==> src/rtl/smb_regblk_pkg.sv <==
package smb_regblk_pkg;

  localparam int IDX_OUT_EN  = 1;
  localparam int IDX_MISC_EN = 2;
  localparam int IDX_REVVEND = 6;
  localparam int IDX_DEVICE  = 7;
  localparam int IDX_COUNT   = 8;

  typedef enum logic [2:0] {
    ST_IDLE,
    ST_RX,
    ST_RXACK,
    ST_TX,
    ST_TXACK
  } bus_state_t;

  typedef enum logic [1:0] {
    K_ADDR,
    K_IDX,
    K_CNT,
    K_DATA
  } rx_kind_t;

  function automatic logic is_read_only(input logic [7:0] idx);
    return (idx == 8'(IDX_REVVEND)) || (idx == 8'(IDX_DEVICE));
  endfunction

  function automatic logic [7:0] reg_default(input int idx, input logic [7:0] revvend,
                                             input logic [7:0] device, input logic [7:0] count);
    case (idx)
      IDX_OUT_EN:  return 8'hFF;
      IDX_MISC_EN: return 8'h3F;
      IDX_REVVEND: return revvend;
      IDX_DEVICE:  return device;
      IDX_COUNT:   return count;
      default:     return 8'h00;
    endcase
  endfunction

endpackage

==> src/rtl/smb_glitch_filter.sv <==
module smb_glitch_filter #(
  parameter int SYNC_STAGES = 2,
  parameter int FILT_LEN    = 3
) (
  input  logic clk,
  input  logic rst_n,
  input  logic din,
  output logic dout
);
  localparam int CW = $clog2(FILT_LEN + 1);

  logic [SYNC_STAGES-1:0] sync_q;
  logic [CW-1:0]          cnt;
  logic                   samp;

  assign samp = sync_q[SYNC_STAGES-1];

  always_ff @(posedge clk or negedge rst_n) begin
    if (!rst_n) begin
      sync_q <= '1;
      dout   <= 1'b1;
      cnt    <= '0;
    end else begin
      sync_q <= {sync_q[SYNC_STAGES-2:0], din};
      if (samp == dout) begin
        cnt <= '0;
      end else if (cnt == CW'(FILT_LEN - 1)) begin
        dout <= samp;
        cnt  <= '0;
      end else begin
        cnt <= cnt + 1'b1;
      end
    end
  end

endmodule

==> src/rtl/smb_cond_detect.sv <==
module smb_cond_detect (
  input  logic clk,
  input  logic rst_n,
  input  logic scl_f,
  input  logic sda_f,
  output logic scl_rise,
  output logic scl_fall,
  output logic start_ev,
  output logic stop_ev
);
  logic scl_d, sda_d;

  always_ff @(posedge clk or negedge rst_n) begin
    if (!rst_n) begin
      scl_d <= 1'b1;
      sda_d <= 1'b1;
    end else begin
      scl_d <= scl_f;
      sda_d <= sda_f;
    end
  end

  assign scl_rise = scl_f & ~scl_d;
  assign scl_fall = ~scl_f & scl_d;
  assign start_ev = scl_f & scl_d & sda_d & ~sda_f;
  assign stop_ev  = scl_f & scl_d & ~sda_d & sda_f;

endmodule

==> src/rtl/smb_regfile.sv <==
module smb_regfile
  import smb_regblk_pkg::*;
#(
  parameter int         NUM_REGS      = 22,
  parameter logic [7:0] ID_REVVEND    = 8'h13,
  parameter logic [7:0] ID_DEVICE     = 8'h42,
  parameter logic [7:0] COUNT_DEFAULT = 8'h04
) (
  input  logic                  clk,
  input  logic                  rst_n,
  input  logic                  we,
  input  logic [7:0]            widx,
  input  logic [7:0]            wdata,
  output logic [NUM_REGS*8-1:0] regs_o,
  output logic                  wr_stb_o,
  output logic [7:0]            wr_idx_o
);
  logic [7:0] mem [NUM_REGS];
  logic       accept;

  assign accept = we && (int'(widx) < NUM_REGS) && !is_read_only(widx);

  for (genvar g = 0; g < NUM_REGS; g++) begin : g_byte
    always_ff @(posedge clk or negedge rst_n) begin
      if (!rst_n)                            mem[g] <= reg_default(g, ID_REVVEND, ID_DEVICE, COUNT_DEFAULT);
      else if (accept && widx == 8'(g))      mem[g] <= wdata;
    end
    assign regs_o[g*8 +: 8] = mem[g];
  end

  always_ff @(posedge clk or negedge rst_n) begin
    if (!rst_n) begin
      wr_stb_o <= 1'b0;
      wr_idx_o <= 8'h00;
    end else begin
      wr_stb_o <= accept;
      wr_idx_o <= widx;
    end
  end

  assert_ro_revvend_R7: assert property (@(posedge clk) disable iff (!rst_n)
    1'b1 |=> $stable(mem[IDX_REVVEND]));
  assert_ro_device_R7: assert property (@(posedge clk) disable iff (!rst_n)
    1'b1 |=> $stable(mem[IDX_DEVICE]));
  assert_stb_range_R8: assert property (@(posedge clk) disable iff (!rst_n)
    wr_stb_o |-> (int'(wr_idx_o) < NUM_REGS));
  assert_stb_after_req_R11: assert property (@(posedge clk) disable iff (!rst_n)
    wr_stb_o |-> $past(we));

endmodule

==> src/rtl/smb_regblk.sv <==
module smb_regblk
  import smb_regblk_pkg::*;
#(
  parameter int         NUM_REGS      = 22,
  parameter int         SYNC_STAGES   = 2,
  parameter int         FILT_LEN      = 3,
  parameter logic [6:0] ADDR_SEL0     = 7'h68,
  parameter logic [6:0] ADDR_SEL1     = 7'h60,
  parameter logic [7:0] ID_REVVEND    = 8'h13,
  parameter logic [7:0] ID_DEVICE     = 8'h42,
  parameter logic [7:0] COUNT_DEFAULT = 8'h04
) (
  input  logic                  clk,
  input  logic                  rst_n,
  input  logic                  scl_i,
  input  logic                  sda_i,
  input  logic                  addr_sel,
  output logic                  sda_pull_o,
  output logic [NUM_REGS*8-1:0] regs_o,
  output logic                  wr_stb_o,
  output logic [7:0]            wr_idx_o
);
  logic scl_f, sda_f, scl_rise, scl_fall, start_ev, stop_ev;

  smb_glitch_filter #(.SYNC_STAGES(SYNC_STAGES), .FILT_LEN(FILT_LEN)) u_scl_filt (
    .clk(clk), .rst_n(rst_n), .din(scl_i), .dout(scl_f));
  smb_glitch_filter #(.SYNC_STAGES(SYNC_STAGES), .FILT_LEN(FILT_LEN)) u_sda_filt (
    .clk(clk), .rst_n(rst_n), .din(sda_i), .dout(sda_f));

  smb_cond_detect u_cond (
    .clk(clk), .rst_n(rst_n), .scl_f(scl_f), .sda_f(sda_f),
    .scl_rise(scl_rise), .scl_fall(scl_fall), .start_ev(start_ev), .stop_ev(stop_ev));

  bus_state_t state;
  rx_kind_t   kind;
  logic [3:0] bitcnt;
  logic [7:0] shreg, ptr, remaining, wr_data;
  logic [7:0] wr_idx_req;
  logic       wr_req, rd_dir, mack;

  // named events for the checks
  logic       own_hit, byte_done, addr_miss, data_done, host_nack_end;
  logic [6:0] own_addr;

  assign own_addr      = addr_sel ? ADDR_SEL1 : ADDR_SEL0;
  assign own_hit       = (shreg[7:1] == own_addr);
  assign byte_done     = (state == ST_RX) && scl_fall && (bitcnt == 4'd8);
  assign addr_miss     = byte_done && (kind == K_ADDR) && !own_hit;
  assign data_done     = byte_done && (kind == K_DATA);
  assign host_nack_end = (state == ST_TXACK) && scl_fall && !mack;

  function automatic logic [7:0] rd_byte(input logic [7:0] idx);
    if (int'(idx) < NUM_REGS) return regs_o[int'(idx)*8 +: 8];
    return 8'h00;
  endfunction

  always_ff @(posedge clk or negedge rst_n) begin
    if (!rst_n) begin
      state      <= ST_IDLE;
      kind       <= K_ADDR;
      bitcnt     <= 4'd0;
      shreg      <= 8'h00;
      ptr        <= 8'h00;
      remaining  <= 8'h00;
      wr_req     <= 1'b0;
      wr_idx_req <= 8'h00;
      wr_data    <= 8'h00;
      rd_dir     <= 1'b0;
      mack       <= 1'b0;
    end else begin
      wr_req <= 1'b0;
      if (start_ev) begin
        state  <= ST_RX;
        kind   <= K_ADDR;
        bitcnt <= 4'd0;
      end else if (stop_ev) begin
        state <= ST_IDLE;
      end else begin
        case (state)
          ST_RX: begin
            if (scl_rise && bitcnt < 4'd8) begin
              shreg  <= {shreg[6:0], sda_f};
              bitcnt <= bitcnt + 4'd1;
            end else if (byte_done) begin
              bitcnt <= 4'd0;
              state  <= ST_RXACK;
              case (kind)
                K_ADDR: begin
                  if (own_hit) begin
                    rd_dir <= shreg[0];
                    kind   <= K_IDX;
                  end else begin
                    state <= ST_IDLE;
                  end
                end
                K_IDX: begin
                  ptr  <= shreg;
                  kind <= K_CNT;
                end
                K_CNT: begin
                  remaining <= shreg;
                  kind      <= K_DATA;
                end
                default: begin
                  wr_req     <= (remaining != 8'h00);
                  wr_idx_req <= ptr;
                  wr_data    <= shreg;
                  ptr        <= ptr + 8'd1;
                  if (remaining != 8'h00) remaining <= remaining - 8'd1;
                end
              endcase
            end
          end
          ST_RXACK: begin
            if (scl_fall) begin
              if (rd_dir) begin
                rd_dir <= 1'b0;
                state  <= ST_TX;
                shreg  <= rd_byte(8'(IDX_COUNT));
              end else begin
                state <= ST_RX;
              end
            end
          end
          ST_TX: begin
            if (scl_fall) begin
              if (bitcnt == 4'd7) begin
                state  <= ST_TXACK;
                bitcnt <= 4'd0;
              end else begin
                shreg  <= {shreg[6:0], 1'b1};
                bitcnt <= bitcnt + 4'd1;
              end
            end
          end
          ST_TXACK: begin
            if (scl_rise) mack <= ~sda_f;
            if (scl_fall) begin
              if (mack) begin
                shreg <= rd_byte(ptr);
                ptr   <= ptr + 8'd1;
                state <= ST_TX;
              end else begin
                state <= ST_IDLE;
              end
            end
          end
          default: ;
        endcase
      end
    end
  end

  assign sda_pull_o = (state == ST_RXACK) || ((state == ST_TX) && !shreg[7]);

  smb_regfile #(
    .NUM_REGS(NUM_REGS), .ID_REVVEND(ID_REVVEND), .ID_DEVICE(ID_DEVICE),
    .COUNT_DEFAULT(COUNT_DEFAULT)
  ) u_regs (
    .clk(clk), .rst_n(rst_n), .we(wr_req), .widx(wr_idx_req), .wdata(wr_data),
    .regs_o(regs_o), .wr_stb_o(wr_stb_o), .wr_idx_o(wr_idx_o));

  assert_sda_scl_low_R9: assert property (@(posedge clk) disable iff (!rst_n)
    (sda_pull_o != $past(sda_pull_o)) && !$past(start_ev) && !$past(stop_ev) |-> !scl_f);
  assert_miss_release_R2: assert property (@(posedge clk) disable iff (!rst_n)
    addr_miss |=> !sda_pull_o);
  assert_ptr_step_R3: assert property (@(posedge clk) disable iff (!rst_n)
    data_done |=> (ptr == $past(ptr) + 8'd1));
  assert_nack_release_R6: assert property (@(posedge clk) disable iff (!rst_n)
    host_nack_end |=> !sda_pull_o);

endmodule

==> config.mk <==
export PLATFORM = sky130hd
export DESIGN_NAME = smb_regblk
export DESIGN_NICKNAME = d
export VERILOG_FILES = /design/src/rtl/smb_regblk_pkg.sv /design/src/rtl/smb_glitch_filter.sv /design/src/rtl/smb_cond_detect.sv /design/src/rtl/smb_regfile.sv /design/src/rtl/smb_regblk.sv
export SDC_FILE = /design/constraint.sdc
export NUM_CORES = 1
export LEC_CHECK = 0
export ABC_AREA = 1
export ABC_CLOCK_PERIOD_IN_PS = 2100
export BUFFER_PORTS_ARGS = -buffer_cell sky130_fd_sc_hd__buf_2
export CAP_MARGIN = 10
export CORE_MARGIN = 4
export CORE_UTILIZATION = 31
export CTS_BUF_LIST = sky130_fd_sc_hd__clkbuf_8 sky130_fd_sc_hd__clkbuf_16
export DETAILED_ROUTE_END_ITERATION = 10
export SLEW_MARGIN = 20
export SYNTH_ARGS = -nofsm -noshare
export SYNTH_HDL_FRONTEND = slang
export SYNTH_SLANG_ARGS = --single-unit
==> constraint.sdc <==
create_clock -name clk -period 2.1 [get_ports clk]
set_clock_uncertainty 0.05 [all_clocks]
set_input_delay 0 -clock clk [delete_from_list [all_inputs] [get_ports clk]]
set_output_delay 0 -clock clk [all_outputs]
set_load 0.02 [all_outputs]
* Word level (Yosys, flattened, before mapping)
Cells that the tools add are included.
** Operators by class
- $add $sub $neg :: 5
- Order comparisons :: 3
- Eq/ne operators :: 57
- Shift operators :: 1
- Mux-type cells :: 74
- Bitwise gates (word level) :: 18
- Reductions and logical operators :: 58
** Operators by type and width (number)
- $shiftx 176x12->8 :: 1
- $mux 8 :: 15
- $eq 8x4->1 const B :: 8
- $eq 8x5->1 const B :: 6
- $pmux 8 s2 :: 3
- $eq 8x3->1 const B :: 4
- $pmux 8 s4 :: 1
- $logic_and 1x1->1 :: 28
- $mux 2 :: 14
- $mux 4 :: 7
- $mux 3 :: 8
- $ne 2x2->1 const B :: 12
- $ne 4x4->1 const B :: 6
- $mux 1 :: 22
- $eq 8x2->1 const B :: 2
- $lt 8x5->1 const B :: 2
- $reduce_and 8->1 :: 2
- $reduce_and 7->1 :: 2
- $pmux 3 s4 :: 1
- $reduce_and 6->1 :: 2
- $not 1->1 :: 11
- $reduce_and 10->1 :: 1
- $reduce_bool 2->1 :: 5
- $add 8x1->8 const B :: 1
- 33 further kinds :: 52
** Storage, ports and cells
- Bits in registers :: 249
- Input bits :: 5
- Output and inout port bits :: 186
- Word-level logic and storage cells :: 259

* Longest topological paths before layout
- Depth after elaboration :: 11
- Mapped depth :: 14
- Depth with buffers taken out :: 11

* Cells and area by module
Synthesis repeated with hierarchy kept, for this count alone.
** Second synthesis, totals
- Cell total of the unflattened synthesis :: 1728
- Area total of the unflattened synthesis :: 13212.7 µm²
** By module, submodules not included
- smb_regfile :: times used 1, cells each 818, area an instance 7825.0 µm², sequential area each 4654.5 µm²
- smb_regblk :: times used 1, cells each 855, area an instance 4913.5 µm², sequential area each 1301.2 µm²
- smb_glitch_filter :: times used 2, cells each 21, area an instance 190.2 µm², sequential area each 128.9 µm²
- smb_cond_detect :: times used 1, cells each 13, area an instance 93.8 µm², sequential area each 52.6 µm²

* Worst setup path before layout
Ideal clock, no wire load.
- Kind :: flip-flop to flip-flop
- From :: reg wr_idx_req[3]
- To :: reg u_regs.mem, in the netlist u_regs.regs_o[77]
- Library setup time :: 129 ps
- Data arrival time :: 1768 ps
- Required time :: 1921 ps
- Slack :: 153 ps
- Stages on the path, launching flop included :: 10
- Path buffers :: 1
- Period minus slack after synthesis :: 1947 ps
- Path through :: dfrtp_1 -> nor2_4 -> nor2_2 -> a21oi_4 -> nand3_4 -> inv_8 -> nand3_4 -> buf_6 -> nand2_2 -> o21ai_2
** Between the ends
- Longest elaborated chain between the ends :: 5
- Elaborated cells between the ends (all ways) :: 9
- Those cells by class :: order compare (1); eq/ne (3); reduce/logical (5)
** Ends and longest elaborated chain
- start, declared :: line smb_regblk.sv:38 : logic [7:0] wr_idx_req;
- start signal, assigned :: line smb_regblk.sv:106 : wr_idx_req <= ptr;
- branches (longest 4 deep; another with $lt 8x5->1)
- $logic_and 1x1->1 (*) :: line smb_regfile.sv:26 : else if (accept && widx == 8'(g)) mem[g] <= wdata;
- end signal, assigned by index :: line smb_regfile.sv:25 : if (!rst_n) mem[g] <= reg_default(g, ID_REVVEND, ID_DEVICE, COUNT_DEFAULT);
- end signal, assigned by index :: line smb_regfile.sv:26
- end, declared :: line smb_regfile.sv:18 : logic [7:0] mem [NUM_REGS];
Mark *: on every way between the ends.
A chain may end at the register's enable or synchronous reset.

* Worst setup path in the final report
- From :: reg state[0]
- To :: reg shreg[3]
** Between the ends
- Longest elaborated chain between the ends :: 3
- Elaborated cells between the ends (all ways) :: 14
- Those cells by class :: eq/ne (11); mux (1); reduce/logical (2)
** Ends and longest elaborated chain
- start, declared :: line smb_regblk.sv:34 : bus_state_t state;
- start signal, assigned :: line smb_regblk.sv:59 : state <= ST_IDLE;
- start signal, assigned :: line smb_regblk.sv:73 : state <= ST_RX;
- start signal, assigned :: line smb_regblk.sv:77 : state <= ST_IDLE;
- $eq 3x2->1, or another cell as far along :: line smb_regblk.sv:79 : case (state)
- $ne 2x2->1 (no line), or another cell as far along
- $reduce_and 10->1 (no line)
- end signal, assigned :: line smb_regblk.sv:82 : shreg <= {shreg[6:0], sda_f};
- end signal, assigned :: line smb_regblk.sv:119 : shreg <= rd_byte(8'(IDX_COUNT));
- end signal, assigned :: line smb_regblk.sv:131 : shreg <= {shreg[6:0], 1'b1};
- end, declared :: line smb_regblk.sv:37 : logic [7:0] shreg, ptr, remaining, wr_data;
Parallel ways exist; a longest one is shown, timed or not.

==> flow_summary.json <==
{
  "ys_top_cells_by_area": "dfrtp_1 45%, nand2_1 15%, nand3_1 6.2%, dfstp_2 6.0%, o21ai_0 4.7%",
  "drc_errors": 0,
  "hold_viol": 0,
  "gp_congestion": 0.885,
  "clkLatencyLatePin_ps": 570,
  "maxClockFrequency_mhz": 495,
  "cts_buffers": 30,
  "ios": 191,
  "synth_area_sq_um": 12200,
  "cap_viol_max_count": 0,
  "clock-sinks": 249,
  "cp_num_cells": 8,
  "synth_nets": 1554,
  "htreeDepth": 1,
  "synth_edf_count": 0,
  "synth_common_cells": "475 x nand2_1, 221 x dfrtp_1, 151 x nand3_1, 147 x nor2_1, 115 x o21ai_0",
  "crit_path_max_fanout": 9,
  "final_core_util_pct": 38.9,
  "leakagePower_nw": 7.54,
  "min_from": "sda_i",
  "wl_per_cell_um": 18.8,
  "vias_per_cell": 4.93,
  "yosysSeqAreaShare_pct": 51.4,
  "fillers": 4034,
  "die_w_um": 206,
  "num_antenna_cells": 0,
  "grt_pass1_wl_um": 66200,
  "path_delay_family": "compound AO/OA/AOI/OAI gates",
  "hpwl_um": 31100,
  "worst_slew_pin_slew_ps": 597,
  "required_ps": 2500,
  "nets": 1752,
  "slew_violations": 0,
  "routed_wl_um": 42800,
  "clkTransAtPathRegs_ps": 60,
  "via_count": 11250,
  "globalRouteTotalUtil_pct": 19.9,
  "worstPathCellList": "inv_1, nand3_1, nand2_1, clkinvlp_4, a221oi_1, o21ai_0, nand2_1, nand2_1",
  "worstSetupPathType": "flop to flop",
  "ir_drop_uv": 719,
  "cp-end-kind": "flop",
  "dr.pass1.iters": 6,
  "setup_viol": 0,
  "grt_pass1_vias": 10887,
  "place_inst": 2212,
  "yosysTopAreaCellShare_pct": 45.4,
  "initial_core_util_pct": 31.5,
  "powerDensity_nw_per_um2": 1060,
  "cpPeakStageDelay_ps": 440,
  "r2r_setup_slack_ps": 80,
  "drive_above_1_share_pct": 21.8,
  "crit_arrival_ps": 2430,
  "relSlewSlack_pct": 60.2,
  "grt_max_degree": 67,
  "status": "finished clean",
  "period_share_pct": 96.3,
  "period_minus_slack_ps": 2020,
  "overflow": 0,
  "rr_worst_depth": 8,
  "p_total_mw": 16.0,
  "syn_to_final_growth_pct": 23.8,
  "cts_root_buf": "clkbuf_16",
  "die_h_um": 206,
  "worst_slack_ps": 78.2,
  "design.die.area_sq_um": 42600,
  "ys_warn_count": 0,
  "antenna_found_initial": 0,
  "ys_ff_latch": 249,
  "hold_class": "primary input to flop",
  "final_antenna_net_count": 0,
  "core_sq_um": 38700,
  "dpl_worst_slack_ps": 105,
  "hold_ws_ps": 53.8,
  "portBuffers": 190,
  "syn_avg_cell_area_sq_um": 7.92,
  "setup_tns_ps": 0,
  "synthMostInstantiatedCell": "nand2_1",
  "rsz0062_at_grt": "true",
  "crit_top_cell": "nand2_1",
  "crit_buf_inv": 2,
  "yosysUniqueCellTypes": 38,
  "syn_inst": 1540,
  "final_cells": 2280,
  "endpoint": "shreg[3]$_DFFE_PN0P_",
  "timing.rr.start": "state[0]$_DFFE_PN0P_",
  "clock_path_buffers": 3,
  "async_reset_ff_share_pct": 100,
  "worstSetupStartpoint": "state[0]$_DFFE_PN0P_",
  "start_kind": "flop",
  "place_area_sq_um": 13900,
  "drt_iter0_markers": 982,
  "cts_tree": "done",
  "ys.flop_type": "dfrtp_1",
  "yosysTopAreaCell": "dfrtp_1",
  "rows": 72,
  "post-route-cell-area_sq_um": 15100,
  "cp_slowest_cell": "dfrtp_1",
  "rr_endpoint": "shreg[3]$_DFFE_PN0P_"
}
worst reg2reg max path, cell delays in order (launching register included):
cell        delay [ps]
dfrtp_1            440
inv_1              140
nand3_1            180
nand2_1            200
clkinvlp_4         210
a221oi_1           390
o21ai_0            170
nand2_1             90
nand2_1             50
layout by cell type (no fill, tap or decap), types with 2 or more instances in the layout:
cell type	netlist	layout
a21oi_1	79	79
a221oi_1	7	6
buf_12	0	16
buf_2	6	189
buf_4	0	49
clkbuf_16	0	31
clkbuf_8	0	6
clkinv_2	0	4
clkinvlp_4	0	3
dfrtp_1	221	220
dfstp_2	28	28
dlygate4sd3_1	0	6
ha_1	9	9
inv_1	106	115
inv_2	1	2
inv_8	1	2
nand2_1	475	474
nand2_2	4	5
nand3_1	151	151
nand3_4	6	6
nand3b_1	2	2
nand4_1	6	6
nor2_1	147	145
nor2_2	1	3
nor2_4	9	9
nor3_1	10	10
o21ai_0	115	115
o21ai_1	27	27
o21ai_2	21	21
xnor2_1	3	3
xor2_1	3	3
how the worst min path moves through the flow:
| stage | endpoint | slack, ps | cells after the start |
|---|---|---|---|
| 6_report | u_sda_filt.sync_q[0]$_DFF_PN1_ | 50 | 2 |
| 5_1_grt | u_scl_filt.sync_q[0]$_DFF_PN1_ | 60 | 2 |
| 4_1_cts | u_sda_filt.sync_q[0]$_DFF_PN1_ | 40 | 2 |
| 3_5_place_dp | wr_data[7]$_DFFE_PN0P_ | -30 | 1 |
| 3_3_place_gp | u_regs.wr_idx_o[6]$_DFF_PN0_ | -40 | 1 |
| 2_1_floorplan | bitcnt[0]$_DFFE_PN0P_ | -350 | 0 |
flip-flops by register name, summed over array words and instances (netlist names), 2 cells and up:
| name | flops |
|---|---|
| bitcnt | 4 |
| u_regs.regs_o | 176 |
| kind | 2 |
| wr_idx_req | 8 |
| ptr | 8 |
| remaining | 8 |
| wr_data | 8 |
| u_sda_filt.cnt | 2 |
| state | 3 |
| u_regs.wr_idx_o | 8 |
| shreg | 8 |
| u_scl_filt.sync_q | 2 |
| u_sda_filt.sync_q | 2 |
| u_scl_filt.cnt | 2 |
logic make-up (layout without fill, tap and decap cells):
kind of cell             after synthesis  count (layout)  synth area share [%]
AND/OR/NAND/NOR                      816             816                  28.5
AO/OA/AOI/OAI                        254             254                  11.4
flip-flops                           249             249                  51.4
buffers and inverters                206             428                  7.33
adder cells (fa/ha/maj)                9               9                 0.924
XOR/XNOR                               6               6                 0.431
cell type report:
class | count | area (sq um) | area share [%]
Multi-Input combinational cell | 1085 | 5040 | 33.4
Inverter | 110 | 424 | 2.81
Clock inverter | 19 | 123 | 0.813
Sequential cell | 249 | 6270 | 41.5
Clock buffer | 37 | 858 | 5.69
Timing Repair Buffer | 262 | 1720 | 11.4
Tap cell | 518 | 648 | 4.30
per-layer routing:
layer,vias up,part of all wire (%),track usage [%]
li1,5360,-,-
met1,5383,44,27.5
met2,434,45,31.4
met4,0,2.5,5.04
met3,73,8.3,4.97
met5,-,0,0
power breakdown:
| group | internal [mW] | switching [mW] |
|---|---|---|
| clock | 3.00 | 2.11 |
| sequential | 5.14 | 0.400 |
| combinational | 1.66 | 3.66 |
what timing repair did:
action | 4_1_cts | 5_1_grt
resized for setup | 0 | 6
hold buffers | 6 | 0
endpoints found under the hold margin | 229 | 0
buffers inserted | 0 | 6
endpoints found under the setup margin | 0 | 62
(Power assumes the default switching activity.)
